`config.mk`:
```
export PLATFORM = sky130hd
export DESIGN_NAME = irq_summary_eoi
export DESIGN_NICKNAME = d
export VERILOG_FILES = /design/src/rtl/irq_sum_pkg.sv /design/src/rtl/irq_group_or.sv /design/src/rtl/irq_parent_ctrl.sv /design/src/rtl/irq_summary_eoi.sv
export SDC_FILE = /design/constraint.sdc
export NUM_CORES = 1
export LEC_CHECK = 0
export ABC_CLOCK_PERIOD_IN_PS = 7200
export BUFFER_PORTS_ARGS = -buffer_cell sky130_fd_sc_hd__buf_4
export CAP_MARGIN = 20
export CORE_AREA = 2 2 103 105
export CTS_BUF_LIST = sky130_fd_sc_hd__clkbuf_8
export DETAILED_ROUTE_END_ITERATION = 7
export DIE_AREA = 0 0 105 107
export MAX_ROUTING_LAYER = met4
export PLACE_DENSITY = 0.67
export RECOVER_POWER = 100
export SKIP_LAST_GASP = 1
export SLEW_MARGIN = 10
export SYNTH_ARGS = -nofsm -noshare
export SYNTH_HDL_FRONTEND = slang
export SYNTH_SLANG_ARGS = --single-unit
```
`constraint.sdc`:
```
create_clock -name clk_i -period 7.2 [get_ports clk_i]
set_clock_uncertainty 0.05 [all_clocks]
set_input_delay 2.16 -clock clk_i [delete_from_list [all_inputs] [get_ports clk_i]]
set_output_delay 2.16 -clock clk_i [all_outputs]
set_load 0.01 [all_outputs]
```
`src/rtl/irq_sum_pkg.sv`:
```
package irq_sum_pkg;
  localparam int unsigned OFS_W       = 12;
  localparam logic [OFS_W-1:0] STAT_LO_OFS = 12'h2f8;
  localparam logic [OFS_W-1:0] STAT_HI_OFS = 12'h2fc;
  localparam logic [OFS_W-1:0] CTRL_OFS    = 12'h0fc;
  localparam int unsigned EOI_BIT     = 29;
endpackage

```
`src/rtl/irq_group_or.sv`:
```
module irq_group_or #(
  parameter int unsigned NUM_PINS   = 184,
  parameter int unsigned GROUP_SIZE = 4,
  localparam int unsigned NUM_GROUPS = NUM_PINS / GROUP_SIZE
) (
  input  logic [NUM_PINS-1:0]   req_i,
  output logic [NUM_GROUPS-1:0] summary_o
);
  for (genvar g = 0; g < NUM_GROUPS; g++) begin : g_grp
    assign summary_o[g] = |req_i[g*GROUP_SIZE +: GROUP_SIZE];
  end
endmodule

```
`src/rtl/irq_parent_ctrl.sv`:
```
module irq_parent_ctrl
  import irq_sum_pkg::*;
#(
  parameter int unsigned DATA_W = 32,
  parameter int unsigned ADDR_W = 12
) (
  input  logic              clk_i,
  input  logic              rst_ni,
  input  logic              wr_en_i,
  input  logic [ADDR_W-1:0] addr_i,
  input  logic [DATA_W-1:0] wdata_i,
  input  logic              any_req_i,
  output logic [DATA_W-1:0] ctrl_o,
  output logic              irq_o
);
  localparam logic [DATA_W-1:0] KEEP_MASK = ~(DATA_W'(1) << EOI_BIT);

  logic ctrl_wr, eoi_wr, irq_q;
  logic [DATA_W-1:0] ctrl_q;

  assign ctrl_wr = wr_en_i && (addr_i == ADDR_W'(CTRL_OFS));
  assign eoi_wr  = ctrl_wr && wdata_i[EOI_BIT];

  always_ff @(posedge clk_i or negedge rst_ni) begin
    if (!rst_ni) ctrl_q <= '0;
    else if (ctrl_wr) ctrl_q <= wdata_i & KEEP_MASK;
  end

  // not asserted == armed; EOI drops the line and re-arms in one step
  always_ff @(posedge clk_i or negedge rst_ni) begin
    if (!rst_ni) irq_q <= 1'b0;
    else if (eoi_wr) irq_q <= 1'b0;
    else if (any_req_i) irq_q <= 1'b1;
  end

  assign ctrl_o = ctrl_q;
  assign irq_o  = irq_q;

  assert_irq_hold_R6: assert property (@(posedge clk_i) disable iff (!rst_ni)
    (irq_q && !eoi_wr) |=> irq_q);
  assert_irq_rise_R5: assert property (@(posedge clk_i) disable iff (!rst_ni)
    (!irq_q && any_req_i && !eoi_wr) |=> irq_q);
  assert_eoi_drop_R7: assert property (@(posedge clk_i) disable iff (!rst_ni)
    eoi_wr |=> !irq_q);
  assert_plain_wr_R11: assert property (@(posedge clk_i) disable iff (!rst_ni)
    (ctrl_wr && !eoi_wr && !any_req_i) |=> (irq_q == $past(irq_q)));
endmodule

```
`src/rtl/irq_summary_eoi.sv`:
```
module irq_summary_eoi
  import irq_sum_pkg::*;
#(
  parameter int unsigned NUM_PINS   = 184,
  parameter int unsigned GROUP_SIZE = 4,
  parameter int unsigned DATA_W     = 32,
  parameter int unsigned ADDR_W     = 12
) (
  input  logic                clk_i,
  input  logic                rst_ni,
  input  logic [NUM_PINS-1:0] req_i,
  input  logic [ADDR_W-1:0]   addr_i,
  input  logic                wr_en_i,
  input  logic [DATA_W-1:0]   wdata_i,
  output logic [DATA_W-1:0]   rdata_o,
  output logic                irq_o
);
  localparam int unsigned NUM_GROUPS = NUM_PINS / GROUP_SIZE;
  localparam int unsigned PAD_W      = 2 * DATA_W;

  logic [NUM_GROUPS-1:0] summary;
  logic [PAD_W-1:0]      sum_pad;
  logic [DATA_W-1:0]     ctrl;
  logic                  any_req;

  irq_group_or #(.NUM_PINS(NUM_PINS), .GROUP_SIZE(GROUP_SIZE)) u_grp (
    .req_i     (req_i),
    .summary_o (summary)
  );

  assign any_req = |summary;
  assign sum_pad = PAD_W'(summary);

  irq_parent_ctrl #(.DATA_W(DATA_W), .ADDR_W(ADDR_W)) u_ctrl (
    .clk_i     (clk_i),
    .rst_ni    (rst_ni),
    .wr_en_i   (wr_en_i),
    .addr_i    (addr_i),
    .wdata_i   (wdata_i),
    .any_req_i (any_req),
    .ctrl_o    (ctrl),
    .irq_o     (irq_o)
  );

  always_comb begin
    unique case (addr_i)
      ADDR_W'(STAT_LO_OFS): rdata_o = sum_pad[DATA_W-1:0];
      ADDR_W'(STAT_HI_OFS): rdata_o = sum_pad[PAD_W-1:DATA_W];
      ADDR_W'(CTRL_OFS):    rdata_o = ctrl;
      default:              rdata_o = '0;
    endcase
  end

  assert_any_req_R1: assert property (@(posedge clk_i) disable iff (!rst_ni)
    (|summary) == (|req_i));
  assert_no_spurious_R5: assert property (@(posedge clk_i) disable iff (!rst_ni)
    (!irq_o && !(|req_i)) |=> !irq_o);
  assert_eoi_reads_zero_R8: assert property (@(posedge clk_i) disable iff (!rst_ni)
    (addr_i == ADDR_W'(CTRL_OFS)) |-> !rdata_o[EOI_BIT]);
endmodule

```
Word level (Yosys, flattened, before mapping)
Index checks and enable logic that the tools add are counted.
{"block": "totals", "reg_bits": 32, "input_bits": 231, "output_inout_bits": 33, "elab_cells": 58}
{"block": "op_classes", "eq_ne": 3, "n_mux": 3, "reduce_logical": 50}
{"operator": "184-bit OR reduction", "count": 1}
{"operator": "4-bit OR reduction", "count": 46}
{"operator": "32-bit case mux with 3 select lines", "count": 1}
{"operator": "12-bit by 10-bit equality test with 1-bit output (second input constant)", "count": 2}
{"operator": "12-bit by 8-bit equality test with 1-bit output (second input constant)", "count": 1}
{"operator": "1-bit logical AND", "count": 2}
{"operator": "1-bit 2-to-1 mux", "count": 2}
{"operator": "2-bit nonzero test", "count": 1}

Longest topological paths before layout
{"block": "logic_depth", "depth_word": 4, "mapped_depth": 6, "depth_no_buf": 4}

By module
Synthesis repeated with hierarchy kept, for this count alone.
{"block": "hier_totals", "hier_cells": 233, "area_unflattened_um2": 2373.5}
{"mod": "irq_parent_ctrl", "n_inst": 1, "cells_per_inst": 75, "area_per_inst_um2": 1258.7, "seq_area_each_um2": 800.8}
{"mod": "irq_summary_eoi", "n_inst": 1, "cells_per_inst": 112, "area_per_inst_um2": 769.5, "seq_area_each_um2": 0.0}
{"mod": "irq_group_or", "n_inst": 1, "cells_per_inst": 46, "area_per_inst_um2": 345.3, "seq_area_each_um2": 0.0}

Worst setup path before layout
OpenSTA, ideal clock, no wires.
{"block": "synth_timing", "kind": "input to output", "from": "input port addr_i[10]", "to": "output port rdata_o[15]", "arrival_time_ps": 3735, "required_ps": 4990, "slack_ps": 1255, "cell_stages": 5, "path_buffers": 1, "path_cell_list": "or4b_4 > nor4_4 > nand2b_1 > clkbuf_1 > o21ai_0"}
{"block": "synth_between", "elab_chain_cells": 2, "elab_cells_between_ends": 4, "classes_between": "eq/ne (3); mux (1)"}
{"item": "from (decl)", "line_no": "irq_summary_eoi.sv:12", "text": "input logic [ADDR_W-1:0] addr_i,"}
{"item": "12-bit by 8-bit equality test with 1-bit output / 12-bit by 10-bit equality test with 1-bit output (equally long branches)", "line_no": "irq_summary_eoi.sv:46", "text": "unique case (addr_i)"}
{"item": "32-bit case mux with 3 select lines (*)", "line_no": "irq_summary_eoi.sv:46"}
{"item": "to (decl)", "line_no": "irq_summary_eoi.sv:15", "text": "output logic [DATA_W-1:0] rdata_o,"}
Mark *: on every way between the ends. The rest lies on a longest branch, timed or not.

Worst setup path after layout
Same ends and word-level chain as after synthesis.

==> impl_results.md <==
- Final Hold Viols: 0
- Postcts setup bufs: 0
- Hold-fix buffers at CTS: 0
- CTS H-tree lvls: 2
- Vias: 2,872
- Die Area: 11,200 µm²
- Crit start category: input pin
- CP arrival: 4360 ps
- Vias in the first global route: 2,939
- Met2 Track Usage GR: 0.318
- # diodes: 0
- Largest stage delay, worst path: 600 ps
- P_leak: 0.00206 µW
- Nets@finish: 703
- Post-CTS Resized: 0
- DP HPWL: 8.28 mm
- Failing checks: capacitance limit, slew limit
- Wire per inst: 16.2 µm
- Synthesized flop and latch total: 32
- Max Fclk: 152 MHz
- CTS tree: done
- Maxcap violations: 1
- Worst-path fanout max: 18
- Final setup violation count: 0
- Num CTS Buffers: 5
- RSZ-0062 raised after global routing: false
- Power per cell area: 103 nW/µm²
- Area Overhead vs Synth: 98.1%
- WS Path Type: in -> out
- Final Max Tran Viols: 33
- Clk_lat worst skew: 270 ps
- Period utilisation layout: 0.912
- VDD IR max: 0.0588 mV
- GRT Overall Usage: 0.176
- 1st-pass router iterations: 4
- Fin Setup TNS: 0 ps
- Tmin final: 6570 ps
- Initial Util: 0.207
- Slew margin rel.: -0.168
- Seq/Total Area, Yosys: 0.383
- Post-layout instance area: 4150 µm²
- Port buffer count: 263
- GP Congestion: 0.807
- Chip Width: 105 µm
- Worst hold path type: reg -> reg
- Max Root-Sink Buffers: 2
- Clock transition at path regs: 70 ps
- Net Count, Synth: 441
- Clock sinks: 32
- Largest net degree at the start of global routing: 34
- Critical Path Source: addr_i[10]
- Library cells used by synthesis: 23
- DRC Markers: 0
- Synthesized area: 2090 µm²
- Worst-path cell chain: clkbuf_4 > or4b_1 > nor4_4 > buf_4 > nand2b_1 > o21ai_0 > clkbuf_1
- Synthesized netlist cell count: 210
- I/O Pins: 264
- Status: complete, but fails checks
- # rows: 37
- Worst path slowest cell: or4b_1
- Initial antenna violation count: 0
- R2r startpoint: u_ctrl.irq_o
- Placed Instance Area: 4210 µm²
- First-pass GRT wire length: 15.0 mm
- Post-DR vias/cell: 4.72
- Met1 Usage GRT: 0.199
- Syn_area_per_cell: 9.97 µm²
- Drt first-iter violations: 64
- Share of cells above drive strength 1: 0.511
- Critical Path End Type: output port
- Total global routing overflow: 0
- Slew @ Worst Pin: 1750 ps
- Hold_ws: 443 ps
- CP Data Required Time: 4990 ps
- Hold_sp: u_ctrl.ctrl_o[9]
- Routed WL: 9.84 mm
- DIE HEIGHT: 107 µm
- GR Util met3: 0.0432
- CORE AREA: 10,100 µm²
- CTS root buf: clkbuf_8
- Global route hottest layer: met2
- Antenna-violating nets left: 0
- Synth warn: 0
==> where the power goes <==
| group | switching [µW] | internal [µW] | leakage (µW) |
|---|---|---|---|
| clock | 66.0 | 64.3 | 0.0000452 |
| combinational | 30.3 | 83.7 | 0.00157 |
| sequential | 0.380 | 180 | 0.000442 |
| total | 96.6 | 328 | 0.00206 |
==> critical path: cells and delay by family <==
kind,cells,cell delay (ps)
and+or+nand+nor,3,1230
AOI/OAI and AO/OA,1,380
buffers and inverters,3,580
==> synthesized netlist by cell type, drive strengths merged <==
library cell | number | share of area
clkbuf | 6 | 0.011
nand2 | 20 | 0.036
buf | 4 | 0.0090
mux2 | 31 | 0.17
or2 | 1 | 0.0030
nand4b | 1 | 0.0042
nand4 | 11 | 0.033
a32o | 2 | 0.0096
o21ai | 17 | 0.041
dfrtp | 32 | 0.38
and3 | 1 | 0.0030
or4b | 1 | 0.0066
nand2b | 4 | 0.012
nand3 | 1 | 0.0024
nor2 | 1 | 0.0018
nor4 | 51 | 0.17
mux2i | 12 | 0.057
a22o | 12 | 0.050
inv | 1 | 0.0018
a31oi | 1 | 0.0030
==> cell type report <==
class | count | area [µm²]
fillers | 1019 | 5950
repair buffers | 265 | 1870
multi-input cells | 167 | 1230
flip-flops and latches | 32 | 801
well taps | 136 | 170
clock buffers | 5 | 68.8
clock inverters | 2 | 8.76
inverters | 1 | 3.75
==> final timing paths <==
check | end | slack (ps) | cells past startpoint
setup / recovery | rdata_o[15] | 630 | 7
max in group asynchronous | u_ctrl.ctrl_o[4] | 3790 | 1
hold / removal | u_ctrl.ctrl_o[9] | 440 | 1
setup reg to reg | u_ctrl.irq_o | 5860 | 3
min in group asynchronous | u_ctrl.ctrl_o[20] | 2280 | 1
hold reg to reg | u_ctrl.ctrl_o[9] | 440 | 1
==> layout by cell type, fill, tap and decap left out, types with 2 or more instances in the layout <==
cell type / count
a22o_1: 12
dfrtp_1: 32
inv_1: 2
nand2_1: 20
mux2_1: 30
nand2b_1: 4
nand4_1: 11
a32o_1: 2
clkbuf_8: 5
mux2i_1: 12
nor4_1: 50
o21ai_0: 17
clkbuf_4: 2
clkbuf_1: 33
buf_4: 230
==> state kept, by name, summed over array words and instances (netlist names) <==
| register | flops |
|---|---|
| u_ctrl.ctrl_o | 31 |
| u_ctrl.irq_o | 1 |
==> metal layers <==
| metal | share of wire | up-vias |
|---|---|---|
| met5 | 0 | - |
| met4 | 0.0083 | 0 |
| met3 | 0.078 | 7 |
| met2 | 0.51 | 159 |
| met1 | 0.40 | 1336 |
| li1 | - | 1370 |
==> logic make-up after synthesis <==
family | count (synthesis) | synth area share
muxes | 43 | 0.224
DFF | 32 | 0.383
and+or+nand+nor | 92 | 0.268
AOI/OAI and AO/OA | 32 | 0.103
buffers and inverters | 11 | 0.0215
==> metrics by stage <==
step	std cells	worst slack [ps]	util	power (µW)
floorplan	210	1250	-	198
global placement	601	694	0.418	298
detailed placement	601	637	0.418	301
CTS	608	620	0.425	434
global route	608	452	0.411	451
finish	608	633	0.411	425
No activity file was read; power rests on OpenSTA's default activity.
